<file path="config.mk">
export PLATFORM = sky130hd
export DESIGN_NAME = lpm_recovery
export DESIGN_NICKNAME = d
export VERILOG_FILES = /design/src/rtl/lpm_pkg.sv /design/src/rtl/lpm_seq.sv /design/src/rtl/lpm_timer.sv /design/src/rtl/lpm_brkflag.sv /design/src/rtl/lpm_recovery.sv
export SDC_FILE = /design/constraint.sdc
export NUM_CORES = 1
export LEC_CHECK = 0
export BUFFER_PORTS_ARGS = -buffer_cell sky130_fd_sc_hd__buf_2
export CAP_MARGIN = 20
export CORE_ASPECT_RATIO = 1.1
export CORE_MARGIN = 2
export CORE_UTILIZATION = 56
export CTS_CLUSTER_SIZE = 20
export DETAILED_ROUTE_END_ITERATION = 10
export PLACE_DENSITY = 0.8
export SYNTH_ARGS = -nofsm -noshare
export SYNTH_HDL_FRONTEND = slang
export SYNTH_SLANG_ARGS = --single-unit
export TNS_END_PERCENT = 20
</file>
<file path="constraint.sdc">
create_clock -name clk -period 5.2 [get_ports clk]
set_clock_uncertainty 0.1 [all_clocks]
set_input_delay 0.26 -clock clk [delete_from_list [all_inputs] [get_ports clk]]
set_output_delay 0.26 -clock clk [all_outputs]
set_load 0.05 [all_outputs]
</file>
<file path="src/rtl/lpm_pkg.sv">
package lpm_pkg;

    typedef enum logic [2:0] {
        ST_RUN   = 3'd0,
        ST_WAIT  = 3'd1,
        ST_STOP  = 3'd2,
        ST_RECOV = 3'd3,
        ST_RPH1  = 3'd4,
        ST_RPH2  = 3'd5
    } lpm_state_e;

    typedef struct packed {
        logic cpu;
        logic per;
        logic osc;
    } clk_gate_t;

    typedef struct packed {
        logic ext_rst;
        logic int_rst;
        logic irq;
        logic brk;
    } wake_t;

    function automatic clk_gate_t gates_for(lpm_state_e s);
        clk_gate_t g;
        case (s)
            ST_RUN:   g = '{cpu: 1'b1, per: 1'b1, osc: 1'b1};
            ST_WAIT:  g = '{cpu: 1'b0, per: 1'b1, osc: 1'b1};
            ST_STOP:  g = '{cpu: 1'b0, per: 1'b0, osc: 1'b0};
            ST_RECOV: g = '{cpu: 1'b0, per: 1'b0, osc: 1'b1};
            default:  g = '{cpu: 1'b0, per: 1'b1, osc: 1'b1};
        endcase
        return g;
    endfunction

    function automatic logic is_timed(lpm_state_e s);
        return (s == ST_RECOV) || (s == ST_RPH1) || (s == ST_RPH2);
    endfunction

    function automatic logic any_reset(wake_t w);
        return w.ext_rst | w.int_rst;
    endfunction

    function automatic logic any_int(wake_t w);
        return w.irq | w.brk;
    endfunction

endpackage

</file>
<file path="src/rtl/lpm_seq.sv">
module lpm_seq
    import lpm_pkg::*;
#(
    parameter int LONG_REC  = 4096,
    parameter int SHORT_REC = 32,
    parameter int RST_PHASE = 32,
    localparam int CW = $clog2(LONG_REC)
) (
    input  logic          clk,
    input  logic          rst,
    input  wake_t         wk,
    input  logic          stop_req,
    input  logic          wait_req,
    input  logic          short_rec,
    input  logic          term,
    output lpm_state_e    state,
    output logic          restart,
    output logic [CW-1:0] tgt
);

    lpm_state_e st_q, st_d;
    logic       short_q;

    always_comb begin
        st_d = st_q;
        if (st_q != ST_RPH1 && st_q != ST_RPH2 && any_reset(wk)) begin
            st_d = ST_RPH1;
        end else begin
            case (st_q)
                ST_RUN: begin
                    if (!any_int(wk)) begin
                        if (stop_req)      st_d = ST_STOP;
                        else if (wait_req) st_d = ST_WAIT;
                    end
                end
                ST_WAIT:  if (any_int(wk)) st_d = ST_RUN;
                ST_STOP:  if (any_int(wk)) st_d = ST_RECOV;
                ST_RECOV: if (term)        st_d = ST_RUN;
                ST_RPH1:  if (term)        st_d = ST_RPH2;
                ST_RPH2:  if (term)        st_d = ST_RUN;
                default:                   st_d = ST_RUN;
            endcase
        end
    end

    always_ff @(posedge clk) begin
        if (rst) begin
            st_q    <= ST_RUN;
            short_q <= 1'b0;
        end else begin
            st_q <= st_d;
            if (st_q == ST_RUN && st_d == ST_STOP) short_q <= short_rec;
        end
    end

    always_comb begin
        if (st_q == ST_RECOV)
            tgt = short_q ? CW'(SHORT_REC - 1) : CW'(LONG_REC - 1);
        else
            tgt = CW'(RST_PHASE - 1);
    end

    assign state   = st_q;
    assign restart = (st_d != st_q);

endmodule

</file>
<file path="src/rtl/lpm_timer.sv">
module lpm_timer #(
    parameter int CW = 12
) (
    input  logic          clk,
    input  logic          rst,
    input  logic          timed,
    input  logic          restart,
    input  logic [CW-1:0] tgt,
    output logic          term
);

    logic [CW-1:0] cnt_q;

    always_ff @(posedge clk) begin
        if (rst || restart || !timed) cnt_q <= '0;
        else                          cnt_q <= cnt_q + 1'b1;
    end

    assign term = timed && (cnt_q == tgt);

endmodule

</file>
<file path="src/rtl/lpm_brkflag.sv">
module lpm_brkflag (
    input  logic clk,
    input  logic rst,
    input  logic hw_clr,
    input  logic set,
    input  logic sw_clr,
    output logic flag
);

    always_ff @(posedge clk) begin
        if (rst || hw_clr) flag <= 1'b0;
        else if (set)      flag <= 1'b1;
        else if (sw_clr)   flag <= 1'b0;
    end

endmodule

</file>
<file path="src/rtl/lpm_recovery.sv">
module lpm_recovery
    import lpm_pkg::*;
#(
    parameter int LONG_REC  = 4096,
    parameter int SHORT_REC = 32,
    parameter int RST_PHASE = 32
) (
    input  logic clk,
    input  logic rst,
    input  logic wait_req,
    input  logic stop_req,
    input  logic rst_pin,
    input  logic int_rst,
    input  logic irq,
    input  logic brk,
    input  logic short_rec,
    input  logic brk_flag_clr,
    output logic cpu_clk_en,
    output logic per_clk_en,
    output logic osc_en,
    output logic resume_ready,
    output logic rst_vec_go,
    output logic brk_flag
);

    localparam int CW = $clog2(LONG_REC);

    wake_t         wk;
    lpm_state_e    state;
    logic          restart;
    logic          term;
    logic [CW-1:0] tgt;
    clk_gate_t     gates;
    logic          low_pwr;

    assign wk = '{ext_rst: rst_pin, int_rst: int_rst, irq: irq, brk: brk};

    lpm_seq #(
        .LONG_REC (LONG_REC),
        .SHORT_REC(SHORT_REC),
        .RST_PHASE(RST_PHASE)
    ) u_seq (
        .clk      (clk),
        .rst      (rst),
        .wk       (wk),
        .stop_req (stop_req),
        .wait_req (wait_req),
        .short_rec(short_rec),
        .term     (term),
        .state    (state),
        .restart  (restart),
        .tgt      (tgt)
    );

    lpm_timer #(.CW(CW)) u_timer (
        .clk    (clk),
        .rst    (rst),
        .timed  (is_timed(state)),
        .restart(restart),
        .tgt    (tgt),
        .term   (term)
    );

    assign low_pwr = (state == ST_WAIT) || (state == ST_STOP);

    lpm_brkflag u_flag (
        .clk   (clk),
        .rst   (rst),
        .hw_clr(any_reset(wk)),
        .set   (brk && low_pwr),
        .sw_clr(brk_flag_clr),
        .flag  (brk_flag)
    );

    assign gates        = gates_for(state);
    assign cpu_clk_en   = gates.cpu;
    assign per_clk_en   = gates.per;
    assign osc_en       = gates.osc;
    assign resume_ready = (state == ST_RECOV) && term;
    assign rst_vec_go   = (state == ST_RPH2) && term;

endmodule

</file>
==> results of run 1 <==
==> worst max-delay path, delay by kind of cell, from the launching register on <==
family,cells,cell delay [ns]
AOI/OAI and AO/OA,1,0.26
and+or+nand+nor,3,0.54
DFF,1,0.53
buffers and inverters,1,0.28
==> cells in the final DEF (no fill, tap or decap), drive strengths merged, types with 2 or more instances in the layout <==
cell type and instances:
xor2 8, nor4 2, nand2 7, and4 2
nand3 3, nand4 4, dfxtp 17, inv 3
buf 15, nand2b 2, clkbuf 3, a21oi 2
xnor2 4, nor3 4, nor2 19
==> cells by family (layout without fill, tap and decap cells) <==
group / count (synthesis) / count (layout)
AND/OR/NAND/NOR: 50 / 50
multiplexers: 1 / 1
buffers and inverters: 6 / 22
AO/OA/AOI/OAI: 10 / 10
flip-flops: 17 / 17
adder cells (fa/ha/maj): 1 / 1
XOR/XNOR: 12 / 12
==> layer usage <==
layer | wire length [um] | track usage | vias up | share of wire
met4 | 13 | 0.0387 | 0 | 0.0085
met2 | 705 | 0.294 | 16 | 0.46
met3 | 78 | 0.0720 | 2 | 0.051
met1 | 726 | 0.218 | 319 | 0.48
li1 | - | - | 373 | -
met5 | 0 | 0 | - | 0
==> worst paths after layout <==
check / from / end / slack, ns / cells past startpoint
max: u_seq.state[1]$_SDFF_PP0_ / rst_vec_go / 2.93 / 5
min: rst_pin / u_flag.flag$_SDFFE_PP0P_ / 0.04 / 2
min reg2reg: u_timer.cnt_q[0]$_SDFF_PP0_ / u_timer.cnt_q[0]$_SDFF_PP0_ / 0.38 / 1
max reg2reg: u_seq.state[1]$_SDFF_PP0_ / u_timer.cnt_q[11]$_SDFF_PP0_ / 3.26 / 5
==> state kept, by name, summed over array words and instances, names as in the netlist <==
name           flops
u_seq.state        3
u_timer.cnt_q     12
u_seq.short_q      1
u_flag.flag        1
==> layout make-up <==
type | instances | area [um2]
Clock inverter | 1 | 7.51
Inverter | 3 | 11.3
Fill cell | 133 | 434
Timing Repair Buffer | 15 | 75.1
Sequential cell | 17 | 340
Multi-Input combinational cell | 74 | 490
Tap cell | 16 | 20.0
Clock buffer | 3 | 22.5
==> synthesized netlist by cell type, drive strengths merged (3+ instances only) <==
cell type,number,area share
nor3,4,0.023
nand2,7,0.030
xnor2,4,0.041
nand3,3,0.017
inv,3,0.013
dfxtp,17,0.39
nand4,4,0.029
nor2,19,0.11
xor2,8,0.081
==> stage by stage <==
stage,area [um2],std cells,utilization
final,967,129,0.690
after CTS,967,129,0.690
after floorplan,865,97,-
after detailed placement,937,125,0.669
after global routing,967,129,0.690
after global placement,937,125,0.669
==> power groups by stage <==
stage | logic, mW | clock network, mW | registers (mW)
final | 0.0193 | 0.0713 | 0.135
after global routing | 0.0211 | 0.0781 | 0.135
after floorplan | 0.0145 | 0 | 0.136
after CTS | 0.0194 | 0.0747 | 0.135
after detailed placement | 0.0194 | 0 | 0.138
after global placement | 0.0189 | 0 | 0.138
==> impl_metrics.tcl, run 1 <==
set metrics [dict create \
    fp.coreArea_mm2 0.00140 \
    cts_tree "done" \
    cts_sinks 17 \
    preCtsSetupSlack_ns 3.27 \
    cts-root-buf "clkbuf_4" \
    dr.first_iter.drc_count 18 \
    synth_top_family_by_area "simple AND/OR/NAND/NOR gates" \
    die_y_um 45.2 \
    required_ns 4.84 \
    synth_compound_gate_area_share 0.0912 \
    clk_latency_ns 0.29 \
    cp_slowest_cell "dfxtp_1" \
    synthMuxAreaShare 0.0116 \
    post_cts_resized 0 \
    path_cells "and4bb_1 > nand4_1 > a21o_1 > nor2_1 > buf_2" \
    syn-instance-count 97 \
    yosys.area_share.adder 0.0145 \
    rows 14 \
    cellPowerDensity_mw_per_mm2 233 \
    die_area_mm2 0.00187 \
    critPathMaxFanout 11 \
    grt_max_degree 13 \
    fin_ws_ns 2.93 \
    dp_hpwl_um 1180 \
    drv_cap 0 \
    whs_ns 0.0374 \
    gp_congestion 0.865 \
    syn_nets 108 \
    finalSetupViolCount 0 \
    pin_count 16 \
    startpoint_type "flop" \
    cts_made_buffers 3 \
    finalHoldViolCount 0 \
    rsz0062_at_grt "no" \
    yosysWarnings 0 \
    fin_setup_tns_ns 0 \
    grt.total_usage 0.177 \
    hold_buffers 0 \
    avgSynthCellArea_um2 8.91 \
    layout-drive-gt1-share 0.292 \
    fmax_ghz 0.441 \
    wl_per_cell_um 11.8 \
    antenna_left 0 \
    p_leak_nw 0.372 \
    fin_crit_sh 0.436 \
    synth-simple-area-share 0.329 \
    vias 710 \
    postCtsSetupRepairBufs 0 \
    period_needed_ns 2.27 \
    cts_htree_levels 1 \
    drt-vias-per-instance 5.50 \
    grt_pass1_wl_um 2500 \
    synth-seq-cells 17 \
    p_seq_frac 0.598 \
    synth_xor_area_frac 0.122 \
    maxSlewHeadroom 0.625 \
    worstSetupEndpointType "primary output" \
    synth_edf_count 0 \
    hp-class "in -> reg" \
    synth_seq_area_share 0.394 \
    area_delta_synth_final_pct 11.9 \
    worst_pin_slew_ns 0.563 \
    clock_path_buffers 2 \
    start_util 0.617 \
    arrival_ns 1.91 \
    antenna_cells 0 \
    grt_pass1_vias 620 \
    status "completed" \
    clockPowerShare 0.316 \
    drc 0 \
    combPwrFrac 0.086 \
    intPower_uw 168 \
    grt_overflow 0 \
    dieWidth_um 41.5 \
    slew_violations 0 \
    vdd_drop_max_mv 0.165 \
    dr.pass1.iters 4 \
    synthFlopType "dfxtp_1" \
    wirelength_um 1520 \
    clk_pin_slew_worst_paths_ns 0.11 \
    max_stage_delay_ns 0.53 \
    critPathKind "reg -> out" \
    netlist_area_um2 865 \
    antenna_found_initial 0 \
    io_buffers 15 \
    switchingPower_uw 57.0 \
    ys_async_sr_fraction 0 \
    yosysUniqueCellTypes 34 \
    p_sw_frac 0.253 \
    finalPower_uw 225 \
    nNetsFinal 125 \
]
Power figures use the tool's default switching activity.
==> inputs of run 2 (changes only) <==
--- a/config.mk
+++ b/config.mk
@@ -9,10 +9,10 @@
 export CAP_MARGIN = 20
 export CORE_ASPECT_RATIO = 1.1
 export CORE_MARGIN = 2
-export CORE_UTILIZATION = 56
+export CORE_UTILIZATION = 52
 export CTS_CLUSTER_SIZE = 20
 export DETAILED_ROUTE_END_ITERATION = 10
-export PLACE_DENSITY = 0.8
+export PLACE_DENSITY = 0.75
 export SYNTH_ARGS = -nofsm -noshare
 export SYNTH_HDL_FRONTEND = slang
 export SYNTH_SLANG_ARGS = --single-unit
==> constraint.sdc (replaced) <==
create_clock -name clk -period 2.2 [get_ports clk]
set_clock_uncertainty 0.1 [all_clocks]
set_input_delay 0.11 -clock clk [delete_from_list [all_inputs] [get_ports clk]]
set_output_delay 0.11 -clock clk [all_outputs]
set_load 0.05 [all_outputs]
==> impl_metrics.tcl, run 2 (synthesis results as in run 1) <==
set metrics [dict create \
    status "completed" \
    dr.pass1.iters 4 \
    fin_setup_tns_ns 0 \
    r2r-start "u_timer.cnt_q[0]$_SDFF_PP0_" \
    clockPowerShare 0.308 \
    cts_made_buffers 3 \
    critPathKind "reg -> out" \
    vdd_drop_max_mv 0.337 \
    mostFrequentLayoutCell "dfxtp_1" \
    pin_count 16 \
    dp_hpwl_um 1250 \
    wirelength_um 1700 \
    hp-class "in -> reg" \
    area_delta_synth_final_pct 17.5 \
    required_ns 1.99 \
    preCtsSetupSlack_ns 0.449 \
    startpoint_type "flop" \
    grt.total_usage 0.183 \
    cp_slowest_cell "dfxtp_1" \
    io_buffers 15 \
    intPower_uw 404 \
    critPathMaxFanout 5 \
    grt_pass1_wl_um 2720 \
    start_util 0.555 \
    cellPowerDensity_mw_per_mm2 527 \
    p_leak_nw 0.397 \
    cts-root-buf "clkbuf_4" \
    die_area_mm2 0.00201 \
    p_seq_frac 0.595 \
    finalSetupViolCount 0 \
    layout_common_cells "dfxtp_1 (16), buf_2 (14), nor2_2 (10), nor2_1 (9), xor2_1 (8)" \
    rr_worst_depth 6 \
    rsz0062_at_grt "no" \
    cp_num_buf_inv 1 \
    drc 0 \
    arrival_ns 1.84 \
    nNetsFinal 130 \
    startpoint "u_timer.cnt_q[0]$_SDFF_PP0_" \
    whs_ns 0.0199 \
    rows 15 \
    use_met1 0.248 \
    gp_congestion 0.805 \
    grt_use_met2 0.291 \
    antenna_left 0 \
    max_stage_delay_ns 0.38 \
    wl_per_cell_um 12.6 \
    dr.first_iter.drc_count 8 \
    grt_overflow 0 \
    worstSetupEndpointType "primary output" \
    critical_path.top_delay_family "simple AND/OR/NAND/NOR gates" \
    grt_pass1_vias 623 \
    die_y_um 46.8 \
    finalHoldViolCount 0 \
    combPwrFrac 0.098 \
    switchingPower_uw 131 \
    cp.depth 6 \
    fmax_ghz 0.487 \
    path_cells "ha_1 > and4_1 > nand2_1 > a21o_1 > nor2_1 > clkbuf_4" \
    clk_latency_ns 0.28 \
    clk_pin_slew_worst_paths_ns 0.09 \
    period_needed_ns 2.05 \
    largest_register "u_timer.cnt_q" \
    rr_endpoint "u_timer.cnt_q[9]$_SDFF_PP0_" \
    grt_max_degree 13 \
    cts_sinks 17 \
    worstSetupEndpoint "rst_vec_go" \
    maxSlewHeadroom 0.779 \
    p_sw_frac 0.245 \
    drv_cap 0 \
    fp.coreArea_mm2 0.00156 \
    drt-vias-per-instance 5.44 \
    regToRegSetupSlack_ns 0.44 \
    largest_reg_flops 12 \
    fin_crit_sh 0.933 \
    busiest_layer "met2" \
    use_met3 0.0346 \
    cts_tree "done" \
    worst_pin_slew_ns 0.328 \
    vias 735 \
    postCtsSetupRepairBufs 0 \
    clock_path_buffers 2 \
    fin_ws_ns 0.148 \
    fin_util 0.652 \
    dieWidth_um 42.9 \
    antenna_found_initial 0 \
    antenna_cells 0 \
    slew_violations 0 \
    cts_htree_levels 1 \
    layout-drive-gt1-share 0.288 \
]
run 2: metrics by stage:
stage          power [mW]  instance area, um2  std cells
2_1_floorplan       0.357                 865         97
3_3_place_gp        0.372                 946        127
3_5_place_dp        0.373                 946        127
4_1_cts             0.537                1010        135
5_1_grt             0.554                1020        135
6_report            0.536                1020        135
run 2: cell type report:
cell class	instances	area, um2
Fill cell	138	542
Clock buffer	4	26.3
Tap cell	17	21.3
Inverter	3	11.3
Multi-Input combinational cell	74	490
Timing Repair Buffer	20	125
Sequential cell	17	342
run 2: what timing repair did:
item                                    in CTS  in global routing
endpoints found under the setup margin       0                  1
hold buffers                                 4                  0
hold endpoints to repair                     3                  0
gates resized for setup                      0                  2
run 2: worst reg2reg max path: stages, from the launching register on:
cell and delay [ns]:
dfxtp_1 0.34, ha_1 0.24, and4_1 0.27, a21boi_2 0.18
a211o_1 0.27, buf_4 0.20, nor2_2 0.12
run 2: power groups by stage:
stage | logic, mW | clock network, mW | registers (mW)
floorplan | 0.0343 | 0 | 0.322
global placement | 0.0469 | 0 | 0.325
detailed placement | 0.0473 | 0 | 0.325
CTS | 0.0515 | 0.167 | 0.318
global route | 0.0566 | 0.178 | 0.319
finish | 0.0523 | 0.165 | 0.318
run 2: how the worst min path moves through the flow:
stage,startpoint,end,slack [ns],cells after the start
after floorplan,rst,u_seq.short_q$_SDFFE_PP0P_,0.08,1
after global placement,rst_pin,u_flag.flag$_SDFFE_PP0P_,0.20,2
after detailed placement,rst_pin,u_flag.flag$_SDFFE_PP0P_,0.21,2
after CTS,int_rst,u_seq.state[1]$_SDFF_PP0_,0.01,3
after global routing,int_rst,u_seq.state[1]$_SDFF_PP0_,0.01,3
final,int_rst,u_seq.state[1]$_SDFF_PP0_,0.02,3
run 2: per-layer routing:
metal | vias up | wire, um
met4 | 0 | 12
met1 | 342 | 775
met5 | - | 0
met3 | 2 | 29
li1 | 383 | -
met2 | 8 | 881
